[src/rtl/irq_sequencer.sv]
module irq_sequencer #(
  parameter int          NSRC    = 16,
  parameter logic [15:0] SP_INIT = 16'h00FF
) (
  input  logic            clk,
  input  logic            rst_n,
  input  logic [NSRC-1:0] irq_req,
  input  logic            insn_done,
  input  logic [15:0]     pc_next,
  input  logic            reti,
  input  logic            gie_set,
  output logic            gie,
  output logic            busy,
  output logic [15:0]     sp,
  output logic            stk_we,
  output logic [7:0]      stk_wdata,
  output logic            stk_re,
  input  logic [7:0]      stk_rdata,
  output logic            pc_load,
  output logic [15:0]     pc_value
);
  localparam int SW = (NSRC > 2) ? $clog2(NSRC) : 1;

  typedef enum logic [2:0] {
    ST_IDLE, ST_PLO, ST_PHI, ST_WAIT, ST_JMP, ST_RINC, ST_RHI, ST_RLO
  } state_t;

  state_t          state;
  logic [NSRC-1:0] pend;
  logic [SW-1:0]   src_q;
  logic [15:0]     ret_q;
  logic [7:0]      hi_q;
  logic [SW-1:0]   pick;
  logic            any_pend;
  logic            accept;
  logic            ret_go;
  logic            ret_done;
  logic [NSRC-1:0] clr_mask;

  always_comb begin
    pick = '0;
    for (int i = NSRC - 1; i >= 1; i--)
      if (pend[i]) pick = SW'(i);
  end

  assign any_pend = |(pend >> 1);
  assign ret_go   = (state == ST_IDLE) && reti;
  assign accept   = (state == ST_IDLE) && insn_done && gie && any_pend && !reti;
  assign ret_done = (state == ST_RLO);
  assign clr_mask = (state == ST_JMP) ? (NSRC'(1) << src_q) : '0;

  always_ff @(posedge clk) begin
    if (!rst_n) begin
      state <= ST_IDLE;
      pend  <= '0;
      src_q <= '0;
      ret_q <= '0;
      hi_q  <= '0;
      gie   <= 1'b0;
      sp    <= SP_INIT;
    end else begin
      pend <= ((pend & ~clr_mask) | irq_req) & ~NSRC'(1);
      if (accept)        gie <= 1'b0;
      else if (ret_done) gie <= 1'b1;
      else if (gie_set)  gie <= 1'b1;
      case (state)
        ST_IDLE: begin
          if (ret_go) state <= ST_RINC;
          else if (accept) begin
            state <= ST_PLO;
            src_q <= pick;
            ret_q <= pc_next;
          end
        end
        ST_PLO:  begin sp <= sp - 16'd1; state <= ST_PHI;  end
        ST_PHI:  begin sp <= sp - 16'd1; state <= ST_WAIT; end
        ST_WAIT: state <= ST_JMP;
        ST_JMP:  state <= ST_IDLE;
        ST_RINC: begin sp <= sp + 16'd1; state <= ST_RHI; end
        ST_RHI:  begin sp <= sp + 16'd1; hi_q <= stk_rdata; state <= ST_RLO; end
        ST_RLO:  state <= ST_IDLE;
        default: state <= ST_IDLE;
      endcase
    end
  end

  assign busy      = (state != ST_IDLE);
  assign stk_we    = (state == ST_PLO) || (state == ST_PHI);
  assign stk_wdata = (state == ST_PLO) ? ret_q[7:0] : (state == ST_PHI) ? ret_q[15:8] : 8'h00;
  assign stk_re    = (state == ST_RHI) || (state == ST_RLO);
  assign pc_load   = (state == ST_JMP) || (state == ST_RLO);
  assign pc_value  = (state == ST_JMP) ? (16'(src_q) << 2) :
                     (state == ST_RLO) ? {hi_q, stk_rdata} : 16'h0000;

  AST_ENTRY_CLEARS_GIE: assert property (@(posedge clk) disable iff (!rst_n) accept |=> (!gie && busy));
  AST_PUSH_DECREMENTS: assert property (@(posedge clk) disable iff (!rst_n) stk_we |=> (sp == $past(sp) - 16'd1));
  AST_POP_INCREMENTS: assert property (@(posedge clk) disable iff (!rst_n) (state == ST_RINC || state == ST_RHI) |=> (sp == $past(sp) + 16'd1));
  AST_NO_RW_OVERLAP: assert property (@(posedge clk) disable iff (!rst_n) !(stk_we && stk_re));
  AST_IDLE_NO_LOAD: assert property (@(posedge clk) disable iff (!rst_n) !busy |-> !pc_load);
  AST_VECTOR_ALIGNED: assert property (@(posedge clk) disable iff (!rst_n) (pc_load && state == ST_JMP) |-> (pc_value[1:0] == 2'b00 && pc_value != 16'h0000));
  AST_RETURN_SETS_GIE: assert property (@(posedge clk) disable iff (!rst_n) ret_done |=> gie);
endmodule

[config.mk]
export PLATFORM = sky130hd
export DESIGN_NAME = irq_sequencer
export DESIGN_NICKNAME = d
export VERILOG_FILES = /design/src/rtl/irq_sequencer.sv
export SDC_FILE = /design/constraint.sdc
export NUM_CORES = 1
export LEC_CHECK = 0
export BUFFER_PORTS_ARGS = -buffer_cell sky130_fd_sc_hd__buf_2
export CAP_MARGIN = 25
export CORE_MARGIN = 4
export CORE_UTILIZATION = 55
export CTS_BUF_LIST = sky130_fd_sc_hd__clkbuf_8
export DETAILED_ROUTE_END_ITERATION = 10
export HOLD_SLACK_MARGIN = 0.1
export PLACE_DENSITY = 0.79
export SLEW_MARGIN = 20
export SYNTH_ARGS = -nofsm -noshare
export SYNTH_HDL_FRONTEND = slang
export SYNTH_SLANG_ARGS = --single-unit
[constraint.sdc]
create_clock -name clk -period 4.1 [get_ports clk]
set_clock_uncertainty 0.15 [all_clocks]
set_input_delay 0.205 -clock clk [delete_from_list [all_inputs] [get_ports clk]]
set_output_delay 0.205 -clock clk [all_outputs]
set_load 0.01 [all_outputs]
==> results of run 1 <==
-- kinds of logic after synthesis --
group / after synthesis
and+or+nand+nor: 167
AOI/OAI and AO/OA: 122
DFF: 63
buffers and inverters: 47
muxes: 17
adders and majority gates: 15
xor gates and xnor gates: 9
-- area by class of cell --
type	instances	area, µm²	area share
sequential	63	1261	0.2729
antenna	1	2.502	0.0005416
inverter	27	101.3	0.02193
timing repair buffer	134	890.9	0.1928
clock buffer	10	137.6	0.02979
clock inverter	6	83.83	0.01814
tap	75	93.84	0.02031
multi-input combinational	330	2049	0.4435
-- timing repair --
item | CTS | global route
endpoints found under the hold margin | 42 | 0
hold buffers | 42 | 0
setup buffers | 0 | 0
-- worst max-delay path, cell delays in order, from the launching register on --
cell      delay [ns]
dfxtp_1         0.54
nor2b_1         0.10
or2_2           0.42
nand2_1         0.50
ha_1            0.41
a21oi_1         0.29
nand3_1         0.09
or4_1           0.48
and2_1          0.19
a211oi_1        0.27
mux2i_1         0.21
-- flip-flops by register name, summed over array words and instances, names as in the netlist --
name and flops:
src_q 4, hi_q 8, pend 15, gie 1
sp 16, ret_q 16, state 3
-- per-layer routing --
layer  vias to the layer above  wire, µm  part of all wire  GRT usage
li1                       1795         -                 -          -
met1                      1703      4007              0.43     0.3007
met2                       131      4547              0.48     0.4199
met3                        20       658             0.070    0.05174
met4                         0       205             0.022    0.09066
met5                         -         0                 0          0
-- final timing paths --
check            start       end  slack [ns]  cells past startpoint
max           state[1]    sp[15]        0.36                     10
min          insn_done  src_q[3]        0.25                      4
max reg2reg   state[1]    sp[15]        0.36                     10
min reg2reg    hi_q[5]   hi_q[5]        0.31                      2
-- cells in the final DEF (no fill, tap or decap), drive strengths merged, types with 5 or more instances in the layout --
| master | instances |
|---|---|
| nor3 | 7 |
| mux2i | 17 |
| a21oi | 47 |
| buf | 92 |
| and2 | 15 |
| o21ai | 21 |
| a22oi | 8 |
| xor2 | 5 |
| nand3 | 14 |
| nor2 | 48 |
| nor2b | 8 |
| dlygate4sd3 | 42 |
| or3 | 8 |
| o21a | 6 |
| o211ai | 7 |
| o31ai | 8 |
| ha | 14 |
| nand2 | 49 |
| dfxtp | 63 |
| clkbuf | 10 |
| inv | 27 |
-- power groups by stage --
stage / Combinational [W] / Clock, W / Sequential (W)
after floorplan: 0.000658 / 0 / 0.000770
after global placement: 0.000862 / 0 / 0.000762
after detailed placement: 0.000875 / 0 / 0.000764
after CTS: 0.000919 / 0.000611 / 0.000751
after global routing: 0.00103 / 0.000649 / 0.000764
final: 0.000929 / 0.000605 / 0.000753
-- stage by stage --
step	cell area (µm²)	std cells	hold slack (ns)	total power [W]	setup slack, ns
after floorplan	3517	440	0.1845	0.001428	0.8349
after global placement	3976	587	0.2858	0.001624	0.4803
after detailed placement	3976	587	0.2933	0.001639	0.3623
after CTS	4618	645	0.2481	0.002282	0.3785
after global routing	4618	645	0.2571	0.002447	0.04487
final	4621	646	0.2531	0.002286	0.3631
==> results.py, run 1 <==
metrics = {
    "yosys": {
        "synthSimpleGateAreaFrac": 0.2351,
        "syn-num-nets": 500,
        "synthArstFlopShare": 0,
        "synthAdderAreaFrac": 0.05550,
        "syn_inst": 440,
        "synth.cell_area_mm2": 0.003517,
        "synth_edf_count": 0,
        "synth-main-ff-cell": "dfxtp_1",
        "synth_seq_cells": 63,
        "synth.most_common_cell": "dfxtp_1",
        "ys_warn_count": 0,
        "synth_xor_area_frac": 0.02241,
        "synth_top_area_share": 0.3586,
        "synth.area.top_cells": "dfxtp_1, a21oi_1, nand2_1",
        "synth_cell_types": 55,
        "synth_top_family_by_area": "simple AND/OR/NAND/NOR gates",
        "synthTopCellsByCount": "dfxtp_1, nand2_1, a21oi_1, nor2_1, inv_1",
        "synth_top_area_cell": "dfxtp_1",
        "synth_seq_area_share": 0.3586,
        "syn_avg_cell_area_um2": 7.993,
        "synth_compound_area_frac": 0.2213,
        "synth_mux_area_frac": 0.04838,
    },
    "detailed_routing": {
        "drtIter0Drc": 167,
        "drc": 0,
        "via_per_inst": 5.649,
        "vias": 3649,
        "firstDrtPassIters": 5,
        "wl_per_cell_um": 14.58,
        "wirelength_mm": 9.418,
        "ant_nets": 0,
    },
    "floorplan": {
        "start_util": 0.5803,
        "die_y_um": 87.97,
        "std_cell_rows": 28,
        "core_area_mm2": 0.006061,
        "io_pins": 90,
        "die_x_um": 87.97,
        "die_area_mm2": 0.007738,
    },
    "critical_path": {
        "required_ns": 4.21,
        "cp.arrival_ns": 3.85,
        "end_kind": "flop",
        "cp-start-kind": "flop",
        "crit_type": "reg -> reg",
        "critPathMaxFanout": 16,
    },
    "power": {
        "p_comb_frac": 0.406,
        "power.share.clock": 0.264,
        "switching_share": 0.3639,
        "leakage_nw": 2.217,
        "power_density_mw_per_mm2": 494.8,
        "max-vdd-ir-drop_mv": 0.3406,
        "p_seq_frac": 0.329,
        "p_switching_w": 0.0008321,
        "p_int_w": 0.001454,
    },
    "global_route": {
        "grt_max_degree": 47,
        "grt_pass1_vias": 3373,
        "grt_pass1_wl_mm": 14.97,
        "antenna_found_initial": 0,
        "grt_remaining_overflow": 0,
        "grt_use_total": 0.2447,
    },
    "cells_and_area": {
        "n_fill_cell": 453,
        "nets": 625,
        "postLayoutCoreUtil": 0.7624,
        "syn_to_final_growth_pct": 31.38,
        "drive_gt1_frac": 0.2088,
    },
    "timing": {
        "rsz0062_at_grt": "no",
        "slew_headroom": 0.4615,
        "timing.final.crit_share": 0.9114,
        "setup_viol": 0,
        "fmax_mhz": 267.6,
        "min_period_ns": 3.737,
        "tns_ns": 0,
        "hold_viol_final": 0,
        "tightest_slew_ns": 0.8066,
        "maxSlewViolCount": 0,
    },
    "cts": {
        "root_buffer": "clkbuf_8",
        "cts_tree": "done",
        "clockBufferDepth": 2,
        "cts_max_level": 3,
        "clock_sinks": 63,
        "cts.clk_slew.worst_paths_ns": 0.07,
        "post_cts_resized": 0,
        "clock_latency_ns": 0.33,
        "cts_buffers": 9,
    },
    "min_path": {
        "min_path_type": "in -> reg",
    },
    "outcome": {
        "status": "complete, no violations",
    },
    "placement": {
        "gp_congestion": 0.8749,
        "hpwl_mm": 6.041,
        "portBuffers": 88,
    },
    "flow_run": {
        "cap_violations": 0,
    },
}
Power figures use the tool's default switching activity.
==> run 2, diff against run 1 <==
--- a/config.mk
+++ b/config.mk
@@ -7,8 +7,10 @@
 export LEC_CHECK = 0
 export BUFFER_PORTS_ARGS = -buffer_cell sky130_fd_sc_hd__buf_2
 export CAP_MARGIN = 25
+export CELL_PAD_IN_SITES_DETAIL_PLACEMENT = 1
+export CELL_PAD_IN_SITES_GLOBAL_PLACEMENT = 1
 export CORE_MARGIN = 4
-export CORE_UTILIZATION = 55
+export CORE_UTILIZATION = 40
 export CTS_BUF_LIST = sky130_fd_sc_hd__clkbuf_8
 export DETAILED_ROUTE_END_ITERATION = 10
 export HOLD_SLACK_MARGIN = 0.1
==> results.py, run 2 (same netlist as run 1, synthesis figures left out) <==
metrics = {
    "outcome": {
        "status": "complete, no violations",
    },
    "detailed_routing": {
        "wl_met2_mm": 6.020,
        "wirelength_mm": 11.33,
        "drc": 0,
        "wl_met1_mm": 4.686,
        "via_per_inst": 5.373,
        "ant_nets": 0,
        "vias": 3643,
        "wl_per_cell_um": 16.71,
        "wl_met3_um": 370,
        "firstDrtPassIters": 4,
        "top_layer_used": "met4",
        "drtIter0Drc": 117,
    },
    "cts": {
        "cts.clk_slew.worst_paths_ns": 0.07,
        "clock_sinks": 63,
        "root_buffer": "clkbuf_8",
        "cts_buffers": 9,
        "clock_latency_ns": 0.34,
        "cts_tree": "done",
        "clockBufferDepth": 2,
        "post_cts_resized": 0,
        "cts_max_level": 3,
    },
    "timing": {
        "slew_headroom": 0.4440,
        "hold_viol_final": 0,
        "tns_ns": 0,
        "setup_viol": 0,
        "maxSlewViolCount": 0,
        "whs_ns": 0.1102,
        "tightest_slew_ns": 0.8327,
        "min_period_ns": 3.741,
        "timing.final.crit_share": 0.9124,
        "rsz0062_at_grt": "no",
        "fmax_mhz": 267.3,
    },
    "global_route": {
        "grt_pass1_vias": 3861,
        "antenna_found_initial": 2,
        "grt_use_total": 0.2222,
        "grt_pass1_wl_mm": 18.29,
        "grt_max_degree": 47,
        "grt_remaining_overflow": 0,
    },
    "critical_path": {
        "critPathMaxFanout": 13,
        "required_ns": 4.21,
        "cp-start-kind": "flop",
        "end_kind": "flop",
        "crit_type": "reg -> reg",
        "rr_worst_depth": 10,
        "cp.arrival_ns": 3.85,
    },
    "flow_run": {
        "cap_violations": 0,
    },
    "cells_and_area": {
        "final_common_cell": "buf_2",
        "mostFrequentLayoutCells": "buf_2, dfxtp_1, nand2_1",
        "postLayoutCoreUtil": 0.5525,
        "nets": 625,
        "drive_gt1_frac": 0.2053,
        "biggestRegsByFlops": "ret_q: 16 flops, sp: 16 flops, pend: 15 flops",
        "syn_to_final_growth_pct": 31.66,
        "n_fill_cell": 1082,
    },
    "floorplan": {
        "core_area_mm2": 0.008382,
        "die_y_um": 101.8,
        "io_pins": 90,
        "die_area_mm2": 0.01036,
        "die_x_um": 101.8,
        "start_util": 0.4196,
        "std_cell_rows": 33,
    },
    "placement": {
        "portBuffers": 88,
        "hpwl_mm": 7.499,
        "gp_congestion": 0.8351,
    },
    "min_path": {
        "hold_depth": 2,
        "min_path_type": "in -> reg",
    },
    "power": {
        "max-vdd-ir-drop_mv": 0.3032,
        "leakage_nw": 2.207,
        "power_density_mw_per_mm2": 485.2,
    },
}
## run 2: final timing paths
check | from | end | slack (ns)
max | state[0] | sp[15] | 0.36
min | rst_n | sp[0] | 0.11
max reg2reg | state[0] | sp[15] | 0.36
min reg2reg | hi_q[3] | hi_q[3] | 0.31
## run 2: critical path: stages (launching register included)
cell	delay, ns
dfxtp_1	0.59
nor2b_1	0.24
or2_2	0.28
nand2_1	0.35
ha_1	0.47
a21oi_1	0.29
nand3_1	0.12
or4_1	0.49
and2_1	0.20
a211oi_1	0.27
mux2i_1	0.21
## run 2: stage by stage
stage,instance area (µm²),worst slack [ns],instances,total power [W]
final,4631,0.3590,678,0.002247
after global routing,4628,0.05498,677,0.002423
after CTS,4623,0.3810,675,0.002255
after detailed placement,4021,0.4215,618,0.001682
after global placement,4021,0.5780,618,0.001649
after floorplan,3517,0.8349,440,0.001428
## run 2: metal layers
| metal | GRT usage | vias up |
|---|---|---|
| met5 | 0 | - |
| met4 | 0.08078 | 0 |
| met3 | 0.05510 | 21 |
| met2 | 0.3994 | 84 |
| met1 | 0.2536 | 1746 |
| li1 | - | 1792 |
## run 2: final cells by class
class                           count  area [µm²]  share of cell area
Timing Repair Buffer              134       888.4              0.1918
Tap cell                          105       131.4             0.02837
Sequential cell                    63        1261              0.2724
Clock buffer                       10       137.6             0.02972
Multi-Input combinational cell    330        2049              0.4426
Inverter                           27       101.3             0.02189
Clock inverter                      6       53.80             0.01162
Antenna cell                        3       7.507            0.001621
## run 2: repair_timing
item | CTS | global route
buffers inserted | 0 | 0
hold buffers | 41 | 0
hold endpoints to repair | 41 | 0
## run 2: power breakdown
group | internal (W) | switching, W
clock | 0.000290 | 0.000242
sequential | 0.000685 | 0.0000724
combinational | 0.000415 | 0.000542
total | 0.00139 | 0.000856
